### src/rtl/trc_pkg.sv
package trc_pkg;
  localparam int unsigned SIZE_W = 5;

  typedef enum logic [1:0] {
    REG_POS  = 2'd0,
    REG_CTRL = 2'd1,
    REG_FLOW = 2'd2,
    REG_BASE = 2'd3
  } reg_sel_e;

  typedef enum logic [1:0] {
    PK_IDLE = 2'd0,
    PK_SRC  = 2'd1,
    PK_DST  = 2'd2
  } pk_state_e;

  localparam int unsigned CTL_EN     = 31;
  localparam int unsigned CTL_HALT   = 9;
  localparam int unsigned CTL_STORE1 = 8;
  localparam int unsigned CTL_STORE0 = 7;
  localparam int unsigned CTL_STOPOK = 6;
  localparam int unsigned CTL_STRTOK = 5;
endpackage

### src/rtl/trc_step.sv
// Record pointer advance inside a power-of-two window.
module trc_step #(
  parameter int unsigned PW = 10,
  parameter int unsigned SW = 5
) (
  input  logic [PW-1:0] cur,
  input  logic [SW-1:0] size_code,
  output logic [PW-1:0] nxt,
  output logic          wrapped
);
  logic [PW-1:0] low_m;
  logic [PW-1:0] inc;

  // bit i counts when i <= size_code (window holds 2^(size_code+1) records)
  for (genvar i = 0; i < PW; i++) begin : g_low
    assign low_m[i] = (32'(i) <= 32'(size_code));
  end

  assign inc     = cur + PW'(1);
  assign nxt     = (cur & ~low_m) | (inc & low_m);
  assign wrapped = ((cur & low_m) == low_m);
endmodule

### src/rtl/trc_regs.sv
// Position, control, flow and base registers with watermark handling.
module trc_regs
  import trc_pkg::*;
#(
  parameter int unsigned PW = 10
) (
  input  logic          clk,
  input  logic          rst_n,
  input  logic          reg_we,
  input  logic [1:0]    reg_sel,
  input  logic [31:0]   reg_wdata,
  output logic [31:0]   reg_rdata,
  input  logic          ext_start,
  input  logic          ext_stop,
  input  logic          pkt_done,
  output logic          trace_en,
  output logic          halt_req,
  output logic [PW-1:0] ptr,
  output logic [31:0]   base
);
  localparam int unsigned PTOP = PW + 2;

  logic              en_q, en_d;
  logic              halt_q, halt_d;
  logic              st1_q, st1_d;
  logic              st0_q, st0_d;
  logic              stopok_q, stopok_d;
  logic              strtok_q, strtok_d;
  logic [SIZE_W-1:0] size_q, size_d;
  logic [PW-1:0]     ptr_q, ptr_d;
  logic              wrap_q, wrap_d;
  logic [PW-1:0]     wm_q, wm_d;
  logic              ahalt_q, ahalt_d;
  logic              astop_q, astop_d;
  logic [31:0]       base_q, base_d;

  logic [PW-1:0]     step_nxt;
  logic              step_wrap;
  logic              wm_hit;

  trc_step #(.PW(PW), .SW(SIZE_W)) u_step (
    .cur       (ptr_q),
    .size_code (size_q),
    .nxt       (step_nxt),
    .wrapped   (step_wrap)
  );

  assign wm_hit = pkt_done && (step_nxt == wm_q);

  always_comb begin
    en_d     = en_q;
    halt_d   = halt_q;
    st1_d    = st1_q;
    st0_d    = st0_q;
    stopok_d = stopok_q;
    strtok_d = strtok_q;
    size_d   = size_q;
    ptr_d    = ptr_q;
    wrap_d   = wrap_q;
    wm_d     = wm_q;
    ahalt_d  = ahalt_q;
    astop_d  = astop_q;
    base_d   = base_q;
    if (reg_we) begin
      case (reg_sel_e'(reg_sel))
        REG_POS: begin
          ptr_d  = reg_wdata[PTOP:3];
          wrap_d = reg_wdata[2];
        end
        REG_CTRL: begin
          en_d     = reg_wdata[CTL_EN];
          halt_d   = reg_wdata[CTL_HALT];
          st1_d    = reg_wdata[CTL_STORE1];
          st0_d    = reg_wdata[CTL_STORE0];
          stopok_d = reg_wdata[CTL_STOPOK];
          strtok_d = reg_wdata[CTL_STRTOK];
          size_d   = reg_wdata[SIZE_W-1:0];
        end
        REG_FLOW: begin
          wm_d    = reg_wdata[PTOP:3];
          ahalt_d = reg_wdata[1];
          astop_d = reg_wdata[0];
        end
        default: base_d = reg_wdata;
      endcase
    end
    if (ext_start && strtok_q) en_d = 1'b1;
    if (ext_stop && stopok_q)  en_d = 1'b0;
    if (pkt_done) begin
      ptr_d = step_nxt;
      if (step_wrap) wrap_d = 1'b1;
    end
    if (wm_hit && astop_q) en_d   = 1'b0;
    if (wm_hit && ahalt_q) halt_d = 1'b1;
  end

  always_ff @(posedge clk or negedge rst_n) begin
    if (!rst_n) begin
      en_q     <= 1'b0;
      halt_q   <= 1'b0;
      st1_q    <= 1'b0;
      st0_q    <= 1'b1;
      stopok_q <= 1'b0;
      strtok_q <= 1'b0;
      size_q   <= '0;
      ptr_q    <= '0;
      wrap_q   <= 1'b0;
      wm_q     <= '0;
      ahalt_q  <= 1'b0;
      astop_q  <= 1'b0;
      base_q   <= '0;
    end else begin
      en_q     <= en_d;
      halt_q   <= halt_d;
      st1_q    <= st1_d;
      st0_q    <= st0_d;
      stopok_q <= stopok_d;
      strtok_q <= strtok_d;
      size_q   <= size_d;
      ptr_q    <= ptr_d;
      wrap_q   <= wrap_d;
      wm_q     <= wm_d;
      ahalt_q  <= ahalt_d;
      astop_q  <= astop_d;
      base_q   <= base_d;
    end
  end

  always_comb begin
    reg_rdata = '0;
    case (reg_sel_e'(reg_sel))
      REG_POS: begin
        reg_rdata[PTOP:3] = ptr_q;
        reg_rdata[2]      = wrap_q;
      end
      REG_CTRL: begin
        reg_rdata[CTL_EN]       = en_q;
        reg_rdata[CTL_HALT]     = halt_q;
        reg_rdata[CTL_STORE1]   = st1_q;
        reg_rdata[CTL_STORE0]   = st0_q;
        reg_rdata[CTL_STOPOK]   = stopok_q;
        reg_rdata[CTL_STRTOK]   = strtok_q;
        reg_rdata[SIZE_W-1:0]   = size_q;
      end
      REG_FLOW: begin
        reg_rdata[PTOP:3] = wm_q;
        reg_rdata[1]      = ahalt_q;
        reg_rdata[0]      = astop_q;
      end
      default: reg_rdata = base_q;
    endcase
  end

  assign trace_en = en_q;
  assign halt_req = halt_q;
  assign ptr      = ptr_q;
  assign base     = base_q;
endmodule

### src/rtl/trc_pack.sv
// Record capture and two-cycle SRAM write sequencing.
module trc_pack
  import trc_pkg::*;
#(
  parameter int unsigned PW = 10
) (
  input  logic          clk,
  input  logic          rst_n,
  input  logic          br_valid,
  input  logic [31:1]   br_src,
  input  logic [31:1]   br_dst,
  input  logic          br_atomic,
  input  logic          trace_en,
  input  logic [PW-1:0] ptr,
  input  logic [31:0]   base,
  output logic          sram_we,
  output logic [31:0]   sram_addr,
  output logic [31:0]   sram_wdata,
  output logic          pkt_done
);
  pk_state_e   st_q, st_d;
  logic [31:1] src_q, src_d;
  logic [31:1] dst_q, dst_d;
  logic        atom_q, atom_d;
  logic        sflag_q, sflag_d;
  logic        pend_q, pend_d;
  logic        take;
  logic [31:0] rec_off;

  assign take = br_valid && trace_en && (st_q != PK_SRC);

  always_comb begin
    st_d    = st_q;
    src_d   = src_q;
    dst_d   = dst_q;
    atom_d  = atom_q;
    sflag_d = sflag_q;
    pend_d  = pend_q;
    case (st_q)
      PK_SRC:  st_d = PK_DST;
      default: st_d = PK_IDLE;
    endcase
    if (!trace_en) pend_d = 1'b1;
    if (take) begin
      st_d    = PK_SRC;
      src_d   = br_src;
      dst_d   = br_dst;
      atom_d  = br_atomic;
      sflag_d = pend_q;
      pend_d  = 1'b0;
    end
  end

  always_ff @(posedge clk or negedge rst_n) begin
    if (!rst_n) begin
      st_q    <= PK_IDLE;
      src_q   <= '0;
      dst_q   <= '0;
      atom_q  <= 1'b0;
      sflag_q <= 1'b0;
      pend_q  <= 1'b1;
    end else begin
      st_q    <= st_d;
      src_q   <= src_d;
      dst_q   <= dst_d;
      atom_q  <= atom_d;
      sflag_q <= sflag_d;
      pend_q  <= pend_d;
    end
  end

  assign rec_off    = 32'({ptr, 3'b000});
  assign sram_we    = (st_q == PK_SRC) || (st_q == PK_DST);
  assign sram_addr  = base + rec_off + ((st_q == PK_DST) ? 32'd4 : 32'd0);
  assign sram_wdata = (st_q == PK_DST) ? {dst_q, sflag_q} : {src_q, atom_q};
  assign pkt_done   = (st_q == PK_DST);
endmodule

### src/rtl/trace_buffer.sv
module trace_buffer
  import trc_pkg::*;
#(
  parameter int unsigned PTR_MSB = 12
) (
  input  logic        clk,
  input  logic        rst_n,
  input  logic        reg_we,
  input  logic [1:0]  reg_sel,
  input  logic [31:0] reg_wdata,
  output logic [31:0] reg_rdata,
  input  logic        br_valid,
  input  logic [31:1] br_src,
  input  logic [31:1] br_dst,
  input  logic        br_atomic,
  input  logic        ext_start,
  input  logic        ext_stop,
  output logic        sram_we,
  output logic [31:0] sram_addr,
  output logic [31:0] sram_wdata,
  output logic        dbg_req
);
  localparam int unsigned PW = PTR_MSB - 2;

  logic [1:0]    rs_q;
  logic          rst_sync_n;
  logic          trace_en;
  logic          pkt_done;
  logic [PW-1:0] ptr;
  logic [31:0]   base;

  // asynchronous assert, synchronous release
  always_ff @(posedge clk or negedge rst_n) begin
    if (!rst_n) rs_q <= 2'b00;
    else        rs_q <= {rs_q[0], 1'b1};
  end
  assign rst_sync_n = rs_q[1];

  trc_regs #(.PW(PW)) u_regs (
    .clk       (clk),
    .rst_n     (rst_sync_n),
    .reg_we    (reg_we),
    .reg_sel   (reg_sel),
    .reg_wdata (reg_wdata),
    .reg_rdata (reg_rdata),
    .ext_start (ext_start),
    .ext_stop  (ext_stop),
    .pkt_done  (pkt_done),
    .trace_en  (trace_en),
    .halt_req  (dbg_req),
    .ptr       (ptr),
    .base      (base)
  );

  trc_pack #(.PW(PW)) u_pack (
    .clk        (clk),
    .rst_n      (rst_sync_n),
    .br_valid   (br_valid),
    .br_src     (br_src),
    .br_dst     (br_dst),
    .br_atomic  (br_atomic),
    .trace_en   (trace_en),
    .ptr        (ptr),
    .base       (base),
    .sram_we    (sram_we),
    .sram_addr  (sram_addr),
    .sram_wdata (sram_wdata),
    .pkt_done   (pkt_done)
  );
endmodule

### config.mk
export PLATFORM = sky130hd
export DESIGN_NAME = trace_buffer
export DESIGN_NICKNAME = d
export VERILOG_FILES = /design/src/rtl/trc_pkg.sv /design/src/rtl/trc_step.sv /design/src/rtl/trc_regs.sv /design/src/rtl/trc_pack.sv /design/src/rtl/trace_buffer.sv
export SDC_FILE = /design/constraint.sdc
export NUM_CORES = 1
export LEC_CHECK = 0
export BUFFER_PORTS_ARGS = -buffer_cell sky130_fd_sc_hd__buf_2
export CORE_MARGIN = 2
export CORE_UTILIZATION = 45
export DETAILED_ROUTE_END_ITERATION = 12
export PLACE_DENSITY = 0.7
export SYNTH_ARGS = -nofsm -noshare
export SYNTH_HDL_FRONTEND = slang
export SYNTH_SLANG_ARGS = --single-unit
export TNS_END_PERCENT = 50
### constraint.sdc
create_clock -name clk -period 4.95 [get_ports clk]
set_input_delay 0.2475 -clock clk [delete_from_list [all_inputs] [get_ports clk]]
set_output_delay 0.2475 -clock clk [all_outputs]
set_load 0.02 [all_outputs]
# Word-level counts from Yosys, hierarchy flattened
# Cells that the tools add are included.
# totals
register_bits	135
input_bits	103
out_inout_bits	98
wordCells	96
# op_classes
addsub	3
magnitude_cmp	9
n_eq_ne	8
mux	27
bitwise	6
reduce_logical	23
# ops
operator	n
adder 32 x 13 -> 32 bit	1
adder 32 bit	1
two-way mux 32 bit	1
AND 10 bit	3
two-way mux 10 bit	3
case mux 7 bit (3 select lines)	1
equality test 10 bit	2
less-or-equal comparator 3 x 5 -> 1 bit, first input constant	4
two-way mux 18 bit	1
two-way mux 1 bit	14
AND reduction 2 bit	6
adder 10 x 1 -> 10 bit, second input constant	1
less-or-equal comparator 2 x 5 -> 1 bit, first input constant	2
less-or-equal comparator 4 x 5 -> 1 bit, first input constant	2
NOT 10 bit	1
bitwise OR 10 bit	1
case mux 3 bit (3 select lines)	1
nonzero test 2 bit	4
nonzero test 4 bit	2
logical AND 1 bit	7
case mux 2 bit (3 select lines)	1
less-or-equal comparator 1 x 5 -> 1 bit, first input constant	1
equality test 2 x 1 -> 1 bit, second input constant	2
equality test 2 bit, second input constant	2
11 further kinds	12

# Logic depth before layout (Yosys ltp)
# Gate-level depths: netlist (run 1).
# logic_depth
word_depth	9
ltp_mapped	12
mapped_depth_nobuf	11

# Modules after synthesis
# From an unflattened synthesis (run 1), not the netlist that was laid out.
# hier_totals
hier_cells	735
hier_area_um2	7382.1
# by_module_without_submodules
module	instances	cells_per_inst	area_each_um2	seq_area_each_um2
trc_pack	1	447	3833.7	1677.9
trc_regs	1	235	3146.8	1652.8
trc_step	1	50	347.8	0.0
trace_buffer	1	3	53.8	50.0

# Worst setup path before layout (run 1)
# No wires, ideal clock.
# synth_path
path_type	reg-to-output
from	register u_pack.st_q[0]
to	output sram_addr[22]
arrival_time_ns	2.545
required_time_ns	4.703
path_slack_ns	2.157
stages_incl_launch_ff	13
n_path_buf	1
path_cell_list	dfrtp_1 inv_1 ha_1 ha_1 inv_1 fa_1 nor2b_1 o31a_1 o31a_1 o21a_1 clkbuf_1 o2111ai_1 xnor2_1
# synth_between
elab_chain_len	3
# synth_rtl
element	line_no	rtl
start: declaration	trc_pack.sv:21	pk_state_e st_q, st_d;
start signal: assignment	trc_pack.sv:63	st_q <= st_d;
equality test 2 bit	trc_pack.sv:74	assign sram_addr = base + rec_off + ((st_q == PK_DST) ? 32'd4 : 32'd0);
two-way mux 3 bit	trc_pack.sv:74	
adder 32 bit	trc_pack.sv:74	
end: declaration	trace_buffer.sv:19	output logic [31:0] sram_addr,
# No other way between the ends.

# Worst setup path in the final report (run 1)
# layout_path
from	register u_pack.st_q[0]
to	output sram_addr[18]
# The elaborated chain is that of the path after synthesis.

==> flow_summary.yaml, run 1 <==
layout:
  fin_nets: 1025
  drive_above_1_share: 0.375
  n_fill_cell: 1471
  finalNonFillerCells: 1137
  final_cell_mix: "nand2_1 (207), buf_2 (200), dfrtp_1 (132)"
  layout_commonest_cell: "nand2_1"
  syn2layout_area_growth_pct: 23.8
die:
  pin_count: 201
  dieArea_sq_um: 17300
  dieHeight_microns: 132
  rows: 46
  start_util: 0.461
  core_sq_um: 15900
  fp.dieW_microns: 132
placement:
  place_hpwl_microns: 12600
  port_buffers: 200
  gp_congestion: 0.890
  place_ws_ns: 2.02
  dpl.cell_count: 1103
logic_synthesis:
  synth_top_flop_cell: "dfrtp_1"
  syn-num-nets: 848
  ys_types: 60
  yosysSeqAreaShare: 0.462
  synth_cells: 730
  ys_seq_elements: 135
  synth_largest_area_cell: "dfrtp_1"
  ys.warnings.count: 0
  synth.area.top_cells: "dfrtp_1 (45%), mux2_2 (14%), nand2_1 (11%)"
  async_flop_share: 1.00
  synth_edf_count: 0
  syn_avg_cell_area_sq_um: 10.0
  syn_area_sq_um: 7320
  synth_top_area_share: 0.455
timing:
  worst_pin_slew_ns: 1.07
  rsz0062_at_grt: "no"
  finClkSkew_ns: 0.00680
  fmax_mhz: 294
  fin_ws_ns: 1.54
  slew_headroom: 0.285
  fin_tns_setup_ns: 0
  drv_slew: 0
  layout_min_cycle_time_ns: 3.41
  setup_viol: 0
  finalCritPeriodShare: 0.688
  hold_viol: 0
critical_path:
  crit_cells: 12
  critPathLaunchType: "register"
  crit_slowest_cell: "fa_1"
  startpoint: "u_pack.st_q[0]"
  required_ns: 4.70
  end_kind: "output pin"
  crit_buf_inv: 3
  crit_type: "register to output pin"
  crit_path_max_fanout: 10
  reg2reg_to: "u_regs.halt_req"
  rr_worst_depth: 6
  ff2ff_setup_slack_ns: 2.46
  path_cells: "inv_1 -> ha_2 -> ha_1 -> inv_1 -> fa_1 -> nor2b_1 -> o31a_1 -> o31a_1 -> o21a_1 -> o21ai_0 -> xnor2_1 -> buf_2"
  cpPeakStageDelay_ns: 0.40
  arrival_ns: 3.16
  cp_top_family: "compound AO/OA/AOI/OAI gates"
  reg2reg_from: "u_regs.size_q[1]"
route:
  drtIter0Drc: 331
  wl_met2_microns: 8920
  dr.max_layer_used: "met5"
  vias: 5878
  via_per_inst: 5.17
  met3_length_microns: 1190
  met1Wirelength_microns: 7910
  first_pass_iters: 4
  ant_nets: 0
  wl_per_cell_microns: 16.1
  wirelength_microns: 18400
  drc_errors: 0
grt:
  grt.overflow.total: 0
  grt_antenna_before_repair: 2
  grt_pass1_vias: 5853
  grt_usage: 0.214
  grt_max_degree: 67
  grt_first_pass_wirelength_microns: 29700
worst_hold_path:
  holdCritPathClass: "input port to register"
  hp-start: "br_src[11]"
  holdPathEnd: "u_pack.src_q[11]"
  holdPathStages: 3
flow_run:
  max_cap_viol_count: 0
clock_tree:
  clock_latency_ns: 0.42
  ctsHtreeMaxLevel: 4
  post_cts_buffers: 0
  clk_pin_slew_worst_paths_ns: 0.06
  cts_root_buf: "clkbuf_16"
  cts_num_sinks: 135
  clock_path_buffers: 2
  cts_buffers: 17
  tritoncts: "yes"
power_and_ir_drop:
  ir_worst_vdd_uv: 282
  p_leak_nw: 4.54
  p_per_area_nw_per_um2: 581
outcome:
  status: "finished, final reports clean"
## registers in the layout, summed over array words and instances, names as in the netlist
name / cells
u_regs.base: 32
u_pack.dst_q: 31
u_pack.src_q: 31
u_regs.ptr: 10
u_regs.wm_q: 10
u_regs.size_q: 5
rs_q: 2
u_pack.st_q: 2
u_pack.atom_q: 1
u_pack.pend_q: 1
u_pack.sflag_q: 1
u_regs.ahalt_q: 1
u_regs.astop_q: 1
u_regs.halt_req: 1
u_regs.st0_q: 1
u_regs.st1_q: 1
u_regs.stopok_q: 1
u_regs.strtok_q: 1
u_regs.trace_en: 1
u_regs.wrap_q: 1
## through the flow
stage	total power [mW]	utilization	hold slack, ns	instance area [sq um]
2_1_floorplan	3.35	-	-0.0481	7320
3_3_place_gp	3.95	0.531	0.0340	8440
3_5_place_dp	3.98	0.531	0.0354	8440
4_1_cts	5.30	0.570	0.0000387	9060
5_1_grt	5.60	0.570	0.00379	9060
6_report	5.26	0.570	0.0142	9060
## synth_stat cells (6+ instances only)
master    instances
dfrtp_1         133
mux2_2           91
a21oi_1          17
mux4_2            7
nand4_1           7
and3_1           27
o21ai_0          19
mux2i_1           8
clkbuf_1         33
nor2_1           12
xnor2_1          32
buf_1            10
xor2_1            9
a211oi_1          6
ha_1             14
inv_1            12
nand3_1           9
nand2_1         207
## kinds of logic (layout without fill, tap and decap cells)
group                    after synthesis  after routing  synth area share
XOR/XNOR                              44             44            0.0585
flip-flops                           135            135             0.462
other                                  1              2          0.000512
multiplexers                         106            106             0.172
buffers and inverters                 61            251            0.0338
AND/OR/NAND/NOR                      288            288             0.173
AO/OA/AOI/OAI                         80             80            0.0735
adder cells (fa/ha/maj)               15             15            0.0267
## where the power goes
| part | internal, mW | switching [mW] | leakage (nW) |
|---|---|---|---|
| Sequential | 1.47 | 0.337 | 1.63 |
| Combinational | 0.927 | 1.24 | 2.61 |
| Clock | 0.820 | 0.473 | 0.297 |
| Total | 3.22 | 2.05 | 4.54 |
## layout make-up
type | instances | area (sq um) | share of cell area
Multi-Input combinational cell | 534 | 3690 | 0.408
Timing Repair Buffer | 207 | 1060 | 0.117
Inverter | 12 | 45.0 | 0.00497
Clock inverter | 11 | 148 | 0.0163
Sequential cell | 135 | 3380 | 0.374
Antenna cell | 1 | 2.50 | 0.000276
Clock buffer | 21 | 460 | 0.0508
Tap cell | 216 | 270 | 0.0298
## worst register-to-register path, delay by kind of cell (launching register included)
kind / cells / cell delay, ns
AO/OA/AOI/OAI: 2 / 0.60
AND/OR/NAND/NOR: 4 / 1.28
flip-flops: 1 / 0.50
## metal layers
| metal | vias up | GRT usage |
|---|---|---|
| met2 | 196 | 0.353 |
| met4 | 2 | 0.0694 |
| met1 | 2794 | 0.273 |
| li1 | 2860 | - |
| met5 | - | 0 |
| met3 | 26 | 0.0610 |
## worst max-delay path by stage
stage                                to  slack (ns)
after floorplan           u_pack.atom_q        0.91
after global placement    sram_addr[22]        2.07
after detailed placement  sram_addr[18]        2.02
after CTS                 sram_addr[30]        1.56
after global routing      sram_addr[14]        1.31
final                     sram_addr[18]        1.54
## what timing repair did
item / CTS / global route
resized for setup: 0 / 0
hold buffers: 1 / 0
hold endpoints to repair: 2 / 0
Note: power is estimated with default switching activity, not from simulation.
==> inputs of run 2 (changes only) <==
Settings changed: ABC_AREA set to 1.
Clock period 4.95 ns to 3.2 ns, I/O delays scaled along.
==> flow_summary.yaml, run 2 <==
critical_path:
  crit_type: "register to output pin"
  required_ns: 3.04
  rr_worst_depth: 12
  cpPeakStageDelay_ns: 0.39
  reg2reg_from: "u_pack.st_q[0]"
  end_kind: "output pin"
  reg2reg_to: "u_regs.trace_en"
  crit_path_max_fanout: 5
  arrival_ns: 2.98
  crit_buf_inv: 3
  ff2ff_setup_slack_ns: 0.92
  path_cells: "inv_1 -> ha_2 -> ha_4 -> inv_2 -> fa_2 -> nand3b_1 -> a21oi_2 -> nor2_4 -> o21bai_4 -> nand2_4 -> nand2_4 -> nand2_2 -> xor2_1 -> buf_4"
  critPathLaunchType: "register"
  cp_top_family: "adder cells"
  cp_common_cell: "nand2_4"
  crit_slowest_cell: "dfrtp_1"
route:
  via_per_inst: 5.09
  wirelength_microns: 23100
  drtIter0Drc: 617
  ant_nets: 0
  first_pass_iters: 5
  wl_per_cell_microns: 15.0
  vias: 7833
  drc_errors: 0
timing:
  finClkSkew_ns: 0.0111
  worst_pin_slew_ns: 0.806
  finalCritPeriodShare: 0.982
  drv_slew: 0
  fmax_mhz: 318
  rsz0062_at_grt: "yes"
  fin_ws_ns: 0.0573
  setup_viol: 0
  hold_ws_ns: 0.0159
  layout_min_cycle_time_ns: 3.14
  slew_headroom: 0.461
  hold_viol: 0
die:
  fp.dieW_microns: 133
  rows: 47
  start_util: 0.455
  pin_count: 201
  dieArea_sq_um: 17600
  core_sq_um: 16400
  dieHeight_microns: 133
logic_synthesis:
  yosysSeqAreaShare: 0.453
  ys_seq_elements: 135
  synth_edf_count: 0
  ys_types: 38
  async_flop_share: 1.00
  ys.warnings.count: 0
  yosysMostFrequentCell: "nand2_1"
  syn-num-nets: 1156
  synth.area.top_cells: "dfrtp_1 (45%), nand2_1 (23%), o21ai_0 (4.5%)"
  syn_avg_cell_area_sq_um: 7.20
  synth_largest_area_cell: "dfrtp_1"
  synth_top_flop_cell: "dfrtp_1"
  syn_area_sq_um: 7470
  synthTopCellsByCount: "nand2_1 (465), dfrtp_1 (133), inv_1 (89)"
  synth_cells: 1038
  synth_top_area_share: 0.445
clock_tree:
  cts_buffers: 17
  cts_num_sinks: 135
  clk_pin_slew_worst_paths_ns: 0.07
  clock_path_buffers: 2
  clock_latency_ns: 0.42
  cts_root_buf: "clkbuf_16"
  ctsHtreeMaxLevel: 4
  tritoncts: "yes"
outcome:
  status: "finished, final reports clean"
worst_hold_path:
  holdPathEnd: "u_regs.base[27]"
  holdCritPathClass: "input port to register"
  holdPathStages: 3
  hp-start: "reg_wdata[27]"
power_and_ir_drop:
  p_leak_nw: 5.49
  pwr-share-comb: 0.432
  p_switching_mw: 3.64
  sw_frac_of_total: 0.446
  p_per_area_nw_per_um2: 810
  pwr-share-seq: 0.332
  ir_worst_vdd_uv: 647
  clkPwrFrac: 0.236
  p_int_mw: 4.53
grt:
  grt.overflow.total: 0
  grt_max_degree: 66
  grt_antenna_before_repair: 1
  grt_pass1_vias: 7558
  grt_first_pass_wirelength_microns: 37000
  grt_usage: 0.264
layout:
  n_fill_cell: 1446
  drive_above_1_share: 0.211
  layout_commonest_cell: "nand2_1"
  final_cell_mix: "nand2_1 (462), buf_2 (198), dfrtp_1 (132)"
  fin_nets: 1422
  largest_reg_flops: 32
  syn2layout_area_growth_pct: 35.0
placement:
  port_buffers: 200
  gp_congestion: 0.921
  place_hpwl_microns: 15500
  place_ws_ns: 0.296
flow_run:
  max_cap_viol_count: 0
## run 2: power groups by stage
| stage | registers, mW | logic (mW) | clock network, mW |
|---|---|---|---|
| 3_5_place_dp | 2.72 | 3.35 | 0 |
| 4_1_cts | 2.70 | 3.45 | 1.95 |
| 5_1_grt | 2.79 | 3.91 | 2.03 |
| 2_1_floorplan | 2.60 | 2.41 | 0 |
| 6_report | 2.71 | 3.53 | 1.92 |
| 3_3_place_gp | 2.70 | 3.30 | 0 |
## run 2: area by class of cell
cell class | count | area (sq um) | area share
diodes | 1 | 2.50 | 0.000248
flip-flops and latches | 135 | 3380 | 0.336
inverters | 90 | 338 | 0.0335
multi-input cells | 773 | 3650 | 0.362
well taps | 220 | 275 | 0.0273
clock inverters | 15 | 148 | 0.0146
repair buffers | 287 | 1860 | 0.185
clock buffers | 17 | 425 | 0.0422
## run 2: worst max path at each step
stage                   start             to  slack [ns]  cells after the start
6_report       u_pack.st_q[0]  sram_addr[22]        0.06                     14
5_1_grt        u_pack.st_q[0]  sram_addr[22]       -0.02                     14
4_1_cts        u_pack.st_q[0]  sram_addr[18]       0.005                     14
3_5_place_dp   u_pack.st_q[0]  sram_addr[26]        0.30                     15
3_3_place_gp   u_pack.st_q[0]  sram_addr[26]        0.30                     15
2_1_floorplan  u_pack.st_q[0]  sram_addr[18]        0.59                     13
## run 2: kinds of logic after synthesis
| kind of cell | share of synthesized area |
|---|---|
| AOI/OAI and AO/OA | 0.106 |
| xor gates and xnor gates | 0.0293 |
| adders and majority gates | 0.0261 |
| buffers and inverters | 0.0688 |
| DFF | 0.453 |
| other | 0.000502 |
| and+or+nand+nor | 0.317 |
## run 2: repair_timing
item / CTS / global route
gates cloned: 0 / 1
hold endpoints to repair: 77 / 0
setup endpoints to repair: 8 / 8
pin swaps: 1 / 6
setup buffers: 0 / 1
hold buffers: 76 / 0
gates resized for setup: 3 / 13
## run 2: metrics by stage
| stage | setup TNS, ns | area (sq um) | utilization | std cells | total power [mW] |
|---|---|---|---|---|---|
| finish | 0 | 10100 | 0.615 | 1538 | 8.17 |
| global route | -0.0726 | 10100 | 0.614 | 1537 | 8.74 |
| CTS | 0 | 10000 | 0.611 | 1535 | 8.10 |
| detailed placement | 0 | 8670 | 0.529 | 1427 | 6.06 |
| global placement | 0 | 8670 | 0.529 | 1427 | 6.00 |
| floorplan | 0 | 7470 | - | 1038 | 5.02 |
## run 2: routing by layer
metal	GRT usage	wire, microns
met5	0	0
met3	0.0640	1530
met1	0.327	9560
met2	0.453	11500
met4	0.0878	574
## run 2: worst min-delay path: stages
cell and delay [ns]:
buf_2 0.09, nor2_1 0.04, a21oi_1 0.10
==> inputs of run 3 (changes only) <==
Settings changed: ABC_AREA 1 to unset.
==> flow_summary.yaml, run 3 (synthesis results as in run 1) <==
worst_hold_path:
  holdPathEnd: "u_regs.base[4]"
  holdCritPathClass: "input port to register"
  holdPathStages: 2
  hp-start: "reg_wdata[4]"
critical_path:
  required_ns: 3.04
  reg2reg_to: "u_regs.halt_req"
  ff2ff_setup_slack_ns: 0.70
  rr_worst_depth: 6
  cp_top_family: "compound AO/OA/AOI/OAI gates"
  path_cells: "inv_1 -> ha_2 -> ha_4 -> inv_2 -> fa_2 -> nor2b_1 -> o31a_1 -> o31a_1 -> o21a_4 -> o211ai_1 -> xnor2_1 -> buf_4"
  crit_buf_inv: 3
  cpPeakStageDelay_ns: 0.35
  reg2reg_from: "u_regs.size_q[1]"
  arrival_ns: 2.95
  crit_path_max_fanout: 5
  critPathLaunchType: "register"
  crit_slowest_cell: "o31a_1"
  end_kind: "output pin"
  cp_common_cell: "o31a_1"
  crit_type: "register to output pin"
die:
  start_util: 0.461
  dieHeight_microns: 132
  fp.dieW_microns: 132
  core_sq_um: 15900
  dieArea_sq_um: 17300
  pin_count: 201
  rows: 46
route:
  first_pass_iters: 5
  met1Wirelength_microns: 8370
  via_per_inst: 5.25
  drc_errors: 0
  dr.max_layer_used: "met5"
  wl_per_cell_microns: 16.5
  wl_met2_microns: 10300
  vias: 6455
  drtIter0Drc: 320
  ant_nets: 0
  met3_length_microns: 1240
  wirelength_microns: 20300
grt:
  grt.overflow.total: 0
  grt_antenna_before_repair: 2
  grt_max_degree: 74
  grt_pass1_vias: 6534
  grt_usage: 0.237
  grt_first_pass_wirelength_microns: 33100
placement:
  port_buffers: 200
  gp_congestion: 0.924
  place_hpwl_microns: 13100
  dpl.cell_count: 1109
timing:
  hold_viol: 0
  finalCritPeriodShare: 0.971
  finClkSkew_ns: 0.00713
  setup_viol: 0
  slew_headroom: 0.523
  fmax_mhz: 322
  drv_slew: 0
  worst_pin_slew_ns: 0.716
  layout_min_cycle_time_ns: 3.11
  hold_ws_ns: 0.0264
clock_tree:
  cts_num_sinks: 135
  tritoncts: "yes"
  cts_root_buf: "clkbuf_16"
  ctsHtreeMaxLevel: 4
  cts_buffers: 17
  clock_path_buffers: 2
  clock_latency_ns: 0.42
  clk_pin_slew_worst_paths_ns: 0.06
layout:
  drive_above_1_share: 0.358
  finalNonFillerCells: 1230
  syn2layout_area_growth_pct: 37.4
  largest_reg_flops: 32
  final_cell_mix: "nand2_1 (207), buf_2 (197), dfrtp_1 (130)"
  layout_commonest_cell: "nand2_1"
  fin_nets: 1118
  utilization: 0.633
power_and_ir_drop:
  clkPwrFrac: 0.253
  p_leak_nw: 4.95
  ir_worst_vdd_uv: 450
  pwr-share-seq: 0.331
  p_switching_mw: 3.29
  p_int_mw: 5.21
  sw_frac_of_total: 0.387
  pwr-share-comb: 0.416
  p_per_area_nw_per_um2: 845
outcome:
  status: "finished, final reports clean"
flow_run:
  max_cap_viol_count: 0
[run 3: cell count changes in the layout (fill, tap and decap cells not counted), moves of 8 or more]
cell,before,now
xnor2_1,5,32
nand2_1,462,207
a21oi_1,34,17
nor2_1,62,12
mux2i_1,0,8
and3_1,0,27
xor2_1,20,9
inv_1,87,10
dlygate4sd3_1,76,85
nand3_1,30,9
mux2_2,0,91
o21ai_0,66,19
[run 3: how the worst max path moves through the flow]
stage | depth (start not counted) | to | startpoint | slack, ns
2_1_floorplan | 12 | sram_addr[22] | u_pack.st_q[0] | 0.49
3_3_place_gp | 12 | sram_addr[22] | u_pack.st_q[0] | 0.44
3_5_place_dp | 12 | sram_addr[22] | u_pack.st_q[0] | 0.36
4_1_cts | 8 | sram_addr[31] | u_regs.ptr[0] | 0.02
5_1_grt | 12 | sram_addr[30] | u_pack.st_q[0] | -0.009
6_report | 12 | sram_addr[28] | u_pack.st_q[0] | 0.09
[run 3: metrics by stage]
step | cell area, sq um | setup TNS [ns] | worst slack (ns) | power [mW]
6_report | 10100 | 0 | 0.0915 | 8.50
3_5_place_dp | 8500 | 0 | 0.357 | 6.18
3_3_place_gp | 8500 | 0 | 0.437 | 6.12
2_1_floorplan | 7320 | 0 | 0.495 | 5.18
5_1_grt | 10100 | -0.0146 | -0.00899 | 9.04
4_1_cts | 10000 | 0 | 0.0169 | 8.46
[run 3: area by class of cell]
type / count / area [sq um]
antenna: 1 / 2.50
clock buffer: 17 / 425
clock inverter: 15 / 226
fill: 1294 / 5820
inverter: 12 / 45.0
multi-input combinational: 535 / 3730
sequential: 135 / 3390
tap: 216 / 270
timing repair buffer: 299 / 1980
[run 3: what timing repair did]
action,CTS,global route
pin swaps,0,7
gates resized for setup,1,11
setup buffers,0,2
endpoints found under the setup margin,9,18
hold buffers,85,0
endpoints found under the hold margin,87,0
cloned,0,1
[run 3: power by group through the flow]
stage                     clock network [mW]  logic, mW  registers [mW]
after floorplan                            0       2.58            2.60
after global placement                     0       3.34            2.79
after detailed placement                   0       3.37            2.82
after CTS                               2.20       3.47            2.79
after global routing                    2.27       3.87            2.90
final                                   2.15       3.54            2.81
[run 3: per-layer routing]
metal  vias to the layer above  global-route usage
met2                       244               0.404
li1                       3049                   -
met3                        34              0.0602
met5                         -                   0
met1                      3126               0.290
met4                         2              0.0845
[run 3: worst reg2reg max path: stages, from the launching register on]
cell and delay (ns):
dfrtp_1 0.50, or4_4 0.60, or3b_4 0.42, and3_1 0.17, o2111ai_1 0.31, nor4_2 0.09
a221o_1 0.29
